[config.mk]
export PLATFORM = sky130hd
export DESIGN_NAME = autorange_pair_sel
export DESIGN_NICKNAME = d
export VERILOG_FILES = /design/src/rtl/ar_pkg.sv /design/src/rtl/ar_pick.sv /design/src/rtl/ar_pair_ctrl.sv /design/src/rtl/ar_out_stage.sv /design/src/rtl/autorange_pair_sel.sv
export SDC_FILE = /design/constraint.sdc
export NUM_CORES = 1
export LEC_CHECK = 0
export ABC_CLOCK_PERIOD_IN_PS = 1800
export BUFFER_PORTS_ARGS = -buffer_cell sky130_fd_sc_hd__buf_4
export CELL_PAD_IN_SITES_DETAIL_PLACEMENT = 0
export CELL_PAD_IN_SITES_GLOBAL_PLACEMENT = 2
export CORE_MARGIN = 2
export CORE_UTILIZATION = 30
export CTS_CLUSTER_SIZE = 28
export DETAILED_ROUTE_END_ITERATION = 10
export PLACE_DENSITY = 0.76
export SYNTH_ARGS = -nofsm -noshare
export SYNTH_HDL_FRONTEND = slang
export SYNTH_SLANG_ARGS = --single-unit
[constraint.sdc]
create_clock -name clk -period 1.8 [get_ports clk]
set_input_delay 0.18 -clock clk [delete_from_list [all_inputs] [get_ports clk]]
set_output_delay 0.18 -clock clk [all_outputs]
set_load 0.01 [all_outputs]
[src/rtl/ar_pkg.sv]
package ar_pkg;
  typedef enum logic [2:0] {
    ACT_NONE,
    ACT_PASS,
    ACT_HOLD,
    ACT_ORPHAN,
    ACT_RESOLVE,
    ACT_FLUSH
  } act_e;

  localparam logic GAIN_UNITY = 1'b0;
  localparam logic GAIN_X10   = 1'b1;
endpackage

[src/rtl/ar_pick.sv]
module ar_pick #(
  parameter int DATA_W = 12
) (
  input  logic signed [DATA_W-1:0] first_data,
  input  logic signed [DATA_W-1:0] second_data,
  output logic signed [DATA_W-1:0] pick_data,
  output logic                     pick_range,
  output logic                     below_thr
);
  localparam int unsigned FS_MAG = (2 ** (DATA_W - 1)) - 1;
  localparam int unsigned THR    = FS_MAG / 10;
  localparam logic [DATA_W-1:0] THR_V = DATA_W'(THR);

  // magnitude of a two's-complement code; the most negative code maps to 2^(W-1)
  function automatic logic [DATA_W-1:0] mag_of(input logic signed [DATA_W-1:0] v);
    logic [DATA_W-1:0] u;
    u = v;
    return u[DATA_W-1] ? (~u + 1'b1) : u;
  endfunction

  always_comb begin
    below_thr  = mag_of(first_data) < THR_V;
    pick_range = below_thr ? ar_pkg::GAIN_X10 : ar_pkg::GAIN_UNITY;
    pick_data  = below_thr ? second_data : first_data;
  end
endmodule

[src/rtl/ar_pair_ctrl.sv]
module ar_pair_ctrl #(
  parameter int DATA_W = 12,
  parameter int CH_W   = 4
) (
  input  logic                     clk,
  input  logic                     rst_n,
  input  logic                     in_valid,
  input  logic signed [DATA_W-1:0] in_data,
  input  logic [CH_W-1:0]          in_chan,
  input  logic                     in_gain,
  input  logic                     in_pair,
  input  logic                     slot_free,
  output logic                     in_ready,
  output logic                     emit,
  output ar_pkg::act_e             act,
  output logic                     held_vld,
  output logic signed [DATA_W-1:0] held_data,
  output logic [CH_W-1:0]          held_chan
);
  import ar_pkg::*;

  logic chan_match;
  logic accept;

  always_comb begin
    chan_match = in_chan == held_chan;
    act = ACT_NONE;
    if (in_valid) begin
      if (!held_vld) begin
        if (!in_pair)                 act = ACT_PASS;
        else if (in_gain == GAIN_X10) act = ACT_ORPHAN;
        else                          act = ACT_HOLD;
      end else begin
        if (in_pair && in_gain == GAIN_X10 && chan_match) act = ACT_RESOLVE;
        else                                              act = ACT_FLUSH;
      end
    end
  end

  always_comb begin
    in_ready = (act == ACT_HOLD) ||
               (slot_free && (act == ACT_PASS || act == ACT_ORPHAN || act == ACT_RESOLVE));
    emit     = slot_free && (act == ACT_PASS || act == ACT_ORPHAN ||
                             act == ACT_RESOLVE || act == ACT_FLUSH);
    accept   = in_valid && in_ready;
  end

  always_ff @(posedge clk or negedge rst_n) begin
    if (!rst_n) begin
      held_vld  <= 1'b0;
      held_data <= '0;
      held_chan <= '0;
    end else if (accept && act == ACT_HOLD) begin
      held_vld  <= 1'b1;
      held_data <= in_data;
      held_chan <= in_chan;
    end else if ((accept && act == ACT_RESOLVE) || (emit && act == ACT_FLUSH)) begin
      held_vld  <= 1'b0;
    end
  end

  AST_HOLD_ONLY_UNITY: assert property (@(posedge clk) disable iff (!rst_n)
    $rose(held_vld) |-> $past(in_pair && in_gain == GAIN_UNITY && in_valid));
  AST_FLUSH_KEEPS_INPUT: assert property (@(posedge clk) disable iff (!rst_n)
    act == ACT_FLUSH |-> !in_ready);
endmodule

[src/rtl/ar_out_stage.sv]
module ar_out_stage #(
  parameter int DATA_W = 12,
  parameter int CH_W   = 4
) (
  input  logic                     clk,
  input  logic                     rst_n,
  input  logic                     load,
  input  logic signed [DATA_W-1:0] ld_data,
  input  logic [CH_W-1:0]          ld_chan,
  input  logic                     ld_range,
  input  logic                     ld_err,
  input  logic                     out_ready,
  output logic                     slot_free,
  output logic                     out_valid,
  output logic signed [DATA_W-1:0] out_data,
  output logic [CH_W-1:0]          out_chan,
  output logic                     out_range,
  output logic                     out_err
);
  assign slot_free = !out_valid || out_ready;

  always_ff @(posedge clk or negedge rst_n) begin
    if (!rst_n) begin
      out_valid <= 1'b0;
      out_data  <= '0;
      out_chan  <= '0;
      out_range <= 1'b0;
      out_err   <= 1'b0;
    end else if (load) begin
      out_valid <= 1'b1;
      out_data  <= ld_data;
      out_chan  <= ld_chan;
      out_range <= ld_range;
      out_err   <= ld_err;
    end else if (out_ready) begin
      out_valid <= 1'b0;
    end
  end

  AST_OUT_STABLE: assert property (@(posedge clk) disable iff (!rst_n)
    out_valid && !out_ready |=> out_valid && $stable(out_data) && $stable(out_chan) &&
                                $stable(out_range) && $stable(out_err));
  AST_LOAD_WHEN_FREE: assert property (@(posedge clk) disable iff (!rst_n)
    load |-> slot_free);
endmodule

[src/rtl/autorange_pair_sel.sv]
module autorange_pair_sel #(
  parameter int DATA_W = 12,
  parameter int CH_W   = 4
) (
  input  logic                     clk,
  input  logic                     rst_n,
  input  logic                     in_valid,
  output logic                     in_ready,
  input  logic signed [DATA_W-1:0] in_data,
  input  logic [CH_W-1:0]          in_chan,
  input  logic                     in_gain,
  input  logic                     in_pair,
  output logic                     out_valid,
  input  logic                     out_ready,
  output logic signed [DATA_W-1:0] out_data,
  output logic [CH_W-1:0]          out_chan,
  output logic                     out_range,
  output logic                     out_err
);
  import ar_pkg::*;

  act_e                     act;
  logic                     emit;
  logic                     slot_free;
  logic                     held_vld;
  logic signed [DATA_W-1:0] held_data;
  logic [CH_W-1:0]          held_chan;
  logic signed [DATA_W-1:0] pick_data;
  logic                     pick_range;
  logic                     below_thr;
  logic signed [DATA_W-1:0] ld_data;
  logic [CH_W-1:0]          ld_chan;
  logic                     ld_range;
  logic                     ld_err;

  // named events for the checks below
  logic pass_fire, resolve_fire, flush_fire, orphan_fire;

  ar_pair_ctrl #(.DATA_W(DATA_W), .CH_W(CH_W)) u_ctrl (
    .clk(clk), .rst_n(rst_n), .in_valid(in_valid), .in_data(in_data),
    .in_chan(in_chan), .in_gain(in_gain), .in_pair(in_pair),
    .slot_free(slot_free), .in_ready(in_ready), .emit(emit), .act(act),
    .held_vld(held_vld), .held_data(held_data), .held_chan(held_chan)
  );

  ar_pick #(.DATA_W(DATA_W)) u_pick (
    .first_data(held_data), .second_data(in_data),
    .pick_data(pick_data), .pick_range(pick_range), .below_thr(below_thr)
  );

  always_comb begin
    ld_data  = in_data;
    ld_chan  = in_chan;
    ld_range = in_gain;
    ld_err   = 1'b0;
    case (act)
      ACT_ORPHAN: begin
        ld_range = GAIN_X10;
        ld_err   = 1'b1;
      end
      ACT_RESOLVE: begin
        ld_data  = pick_data;
        ld_chan  = held_chan;
        ld_range = pick_range;
      end
      ACT_FLUSH: begin
        ld_data  = held_data;
        ld_chan  = held_chan;
        ld_range = GAIN_UNITY;
        ld_err   = 1'b1;
      end
      default: ;
    endcase
  end

  ar_out_stage #(.DATA_W(DATA_W), .CH_W(CH_W)) u_out (
    .clk(clk), .rst_n(rst_n), .load(emit), .ld_data(ld_data), .ld_chan(ld_chan),
    .ld_range(ld_range), .ld_err(ld_err), .out_ready(out_ready),
    .slot_free(slot_free), .out_valid(out_valid), .out_data(out_data),
    .out_chan(out_chan), .out_range(out_range), .out_err(out_err)
  );

  assign pass_fire    = emit && act == ACT_PASS;
  assign orphan_fire  = emit && act == ACT_ORPHAN;
  assign resolve_fire = emit && act == ACT_RESOLVE;
  assign flush_fire   = emit && act == ACT_FLUSH;

  AST_PASS_UNCHANGED: assert property (@(posedge clk) disable iff (!rst_n)
    pass_fire |=> out_valid && out_data == $past(in_data) && !out_err &&
                  out_range == $past(in_gain));
  AST_RESOLVE_SOURCE: assert property (@(posedge clk) disable iff (!rst_n)
    resolve_fire |=> !out_err && out_chan == $past(held_chan) &&
                     (out_range ? out_data == $past(in_data)
                                : out_data == $past(held_data)));
  AST_FLUSH_FLAGGED: assert property (@(posedge clk) disable iff (!rst_n)
    flush_fire |=> out_err && !out_range && out_data == $past(held_data) && !held_vld);
  AST_ORPHAN_FLAGGED: assert property (@(posedge clk) disable iff (!rst_n)
    orphan_fire |=> out_err && out_range && !held_vld);
  AST_ONE_RESULT: assert property (@(posedge clk) disable iff (!rst_n)
    in_valid && in_ready && act != ACT_HOLD |=> out_valid);
  AST_SIGN_THR: assert property (@(posedge clk) disable iff (!rst_n)
    held_vld && held_data == $signed({1'b1, {(DATA_W-1){1'b0}}}) |-> !below_thr);
endmodule

==> flow_summary.rst <==
.. list-table::
   :header-rows: 1

   * - Metric
     - Value
   * - Number of enable-type register cells in the synthesized netlist
     - 0
   * - Synth unique cells
     - 47
   * - Async set-or-reset flop fraction in the synthesized netlist
     - 1.00
   * - First-pass GRT wire length
     - 8.65 mm
   * - Setup violators final
     - 0
   * - Kind of end point of the critical path
     - primary output
   * - Setup slack of the critical path after layout
     - around 0.069 ns
   * - Number of antenna violations at the first check in global routing
     - 0
   * - Data arrival time of the critical path
     - between 1.5 and 2 ns
   * - Final std cell area, no fill
     - around 2700 um2
   * - Maximum frequency from static timing analysis
     - 578 MHz
   * - Overall power of the completed layout
     - 2850 uW
   * - Worst hold-check path type
     - in2reg
   * - Overall die area
     - approximately 7400 um2
   * - Final period demand of the worst path
     - between 1.5 and 2 ns
   * - Via-per-instance ratio
     - around 5.3
   * - Length of the first detailed-routing pass in iterations
     - 4
   * - Final Wtd Congestion
     - 0.775
   * - Power per cell area
     - about 1100 nW/um2
   * - Post-route DRC violation count
     - 0
   * - Worst Hold Margin
     - approximately 0.12 ns
   * - Mapped Avg Cell Area
     - just over 10 um2
   * - Number of placed I/O pins
     - 42
   * - Die boundary height
     - 86.2 um
   * - Worst slew pin tran
     - roughly 0.48 ns
   * - Root buf cell
     - sky130_fd_sc_hd__clkbuf_8
   * - Warning count from the yosys run
     - 0
   * - Via count of the first global-routing pass
     - approximately 1,800
   * - Pin count of the biggest net entering global routing
     - 37
   * - Highest signal layer in the routed design
     - met4
   * - Count of inserted antenna diode cells
     - 0
   * - Type of origin of the critical path
     - register
   * - Worst reg2reg setup slack
     - approximately 0.10 ns
   * - Total gr overflow
     - 0
   * - Register bit total from synthesis
     - 36
   * - Width of the die
     - ~86 um
   * - Vias after detailed routing
     - 1,775
   * - Share of layout cells above drive strength 1
     - 0.392
   * - Worst supply voltage drop on vdd
     - between 0.0004 and 0.0005 V
   * - Count of routing violations after the opening detailed-route iteration
     - 62
   * - Post-placement worst setup slack
     - roughly 0.076 ns
   * - Initial core utilization
     - 0.314
   * - Fin. max-slew vios
     - 0
   * - Layout-stage area growth over the synthesis result
     - 31.8%
   * - # port buffers
     - 41
   * - Total routing resource utilization after global routing
     - 0.150
   * - Reported max-cap violation count
     - 0
   * - Num CTS Buffers
     - 5
   * - Number of nets with antenna violations after detailed routing
     - 0
   * - Detailed Place HPWL
     - 3.63 mm
   * - Category of the most critical setup path
     - reg2out
   * - Sequential cell area fraction in the yosys report
     - 0.444
   * - Run status
     - finished clean
   * - Final routed wirelength across all metal layers
     - ~5.3 mm
   * - Routed length on met2
     - 2.45 mm
   * - TritonCTS sink count
     - 36
   * - Synthesized area
     - around 2000 um2
   * - Max FO, Critical Path
     - 2
   * - H-tree depth
     - 2
   * - Leading cell type in the layout, fill and taps excluded
     - sky130_fd_sc_hd__buf_4
   * - Buffer depth of the longest clock path
     - 2
   * - Static power due to leakage
     - between 0.001 and 0.0015 uW
   * - Cells after synthesis
     - 200
   * - Row count
     - 29
   * - WL met3
     - about 210 um
   * - Number of nets in the final layout
     - 281
   * - Total placed instance area
     - 2480 um2
   * - Routed met1 length
     - 2.54 mm
   * - Core ar.
     - 6460 um2
   * - Total count of hold-check failures in the final report
     - 0
   * - Clock slew at reported path FFs
     - 0.07 ns
   * - Worst EP required
     - 1.62 ns
   * - Syn nets
     - roughly 220
   * - Share of the cycle needed by the critical path after routing
     - 0.962
   * - Clock tree from TritonCTS
     - yes
   * - Remaining max-slew budget at the tightest pin
     - 0.683
   * - Skew final
     - 0.00415 ns
   * - Unrepaired setup endpoints after global routing
     - true
   * - Worst-skew pair later-pin latency
     - between 0.2 and 0.3 ns
   * - Most frequent cells in the layout
     - sky130_fd_sc_hd__buf_4, sky130_fd_sc_hd__dfrtp_1, sky130_fd_sc_hd__nor2_1
   * - Accumulated negative setup slack
     - 0 ns
   * - Predominant post-synthesis flop cell
     - sky130_fd_sc_hd__dfrtp_1
   * - Routed WL per cell
     - ~16 um
[state kept, by name (all words and copies together), names as in the netlist]
name,cells
u_ctrl.held_vld,1
u_out.out_chan,4
u_ctrl.held_chan,4
u_out.out_range,1
u_out.out_valid,1
u_out.out_err,1
u_ctrl.held_data,12
u_out.out_data,12
[synth_stat cells, drive strengths merged (2+ instances only)]
library cell	count	share of area
o31ai	2	0.0074
inv	3	0.0056
o21ai	14	0.035
mux2	15	0.083
o22ai	8	0.025
a31oi	6	0.019
a21oi	5	0.012
a41o	2	0.0099
mux2i	8	0.039
and3	2	0.0086
nand3	5	0.015
xor2	3	0.013
and2	2	0.0062
dfrtp	36	0.44
a211oi	4	0.017
a221oi	9	0.039
buf	9	0.042
and4	3	0.013
nand2	19	0.035
a21o	2	0.0074
nor2	24	0.054
clkbuf	3	0.0056
nor3	2	0.0074
[final timing paths]
kind / cells after the start / to / start
worst min-delay path: 3 / u_ctrl.held_data[9] / in_data[9]
worst max register to register: 7 / u_out.out_data[0] / u_ctrl.held_chan[3]
max in group asynchronous: 2 / u_ctrl.held_vld / rst_n
worst min register to register: 2 / u_out.out_err / u_out.out_err
worst max-delay path: 6 / in_ready / u_ctrl.held_chan[2]
min in group asynchronous: 2 / u_out.out_data[1] / rst_n
[per-layer routing]
metal,vias to the layer above,track usage
met1,857,0.202
met4,0,0.0540
met5,-,0
li1,873,-
met3,6,0.0324
met2,39,0.239
[timing repair]
item / CTS / global route
hold buffers: 1 / 0
pin swaps: 2 / 7
gates cloned: 0 / 0
resized for setup: 3 / 9
setup buffers: 2 / 3
hold endpoints to repair: 36 / 0
setup endpoints to repair: 1 / 11
[logic make-up (layout without fill, tap and decap cells)]
kind of cell / count (synthesis) / in the layout / synth area share
and+or+nand+nor: 63 / 63 / 0.163
AOI/OAI and AO/OA: 59 / 59 / 0.200
DFF: 36 / 36 / 0.444
muxes: 23 / 23 / 0.123
buffers and inverters: 15 / 75 / 0.0530
xor gates and xnor gates: 4 / 4 / 0.0173
[critical path, stage by stage, from the launching register on]
cell	delay, ns
sky130_fd_sc_hd__dfrtp_1	0.41
sky130_fd_sc_hd__xnor2_2	0.19
sky130_fd_sc_hd__and4_1	0.23
sky130_fd_sc_hd__and2_4	0.16
sky130_fd_sc_hd__a21oi_2	0.05
sky130_fd_sc_hd__nor2_1	0.10
sky130_fd_sc_hd__buf_4	0.13
[layout make-up]
| cell class | count | area (um2) |
|---|---|---|
| Tap cell | 77 | 96.3 |
| Clock buffer | 8 | 90.1 |
| Fill cell | 664 | 3780 |
| Sequential cell | 36 | 901 |
| Multi-Input combinational cell | 149 | 1080 |
| Inverter | 3 | 11.3 |
| Timing Repair Buffer | 64 | 495 |
[stage by stage]
step,cells,util
3_3_place_gp,323,0.383
4_1_cts,334,0.403
3_5_place_dp,323,0.383
5_1_grt,337,0.414
6_report,337,0.414
2_1_floorplan,200,-
[power breakdown]
| group | switching (uW) | internal (uW) | total [uW] |
|---|---|---|---|
| Sequential | 166 | 1010 | 1170 |
| Clock | 289 | 312 | 602 |
| Combinational | 510 | 567 | 1080 |
(Power assumes the default switching activity.)
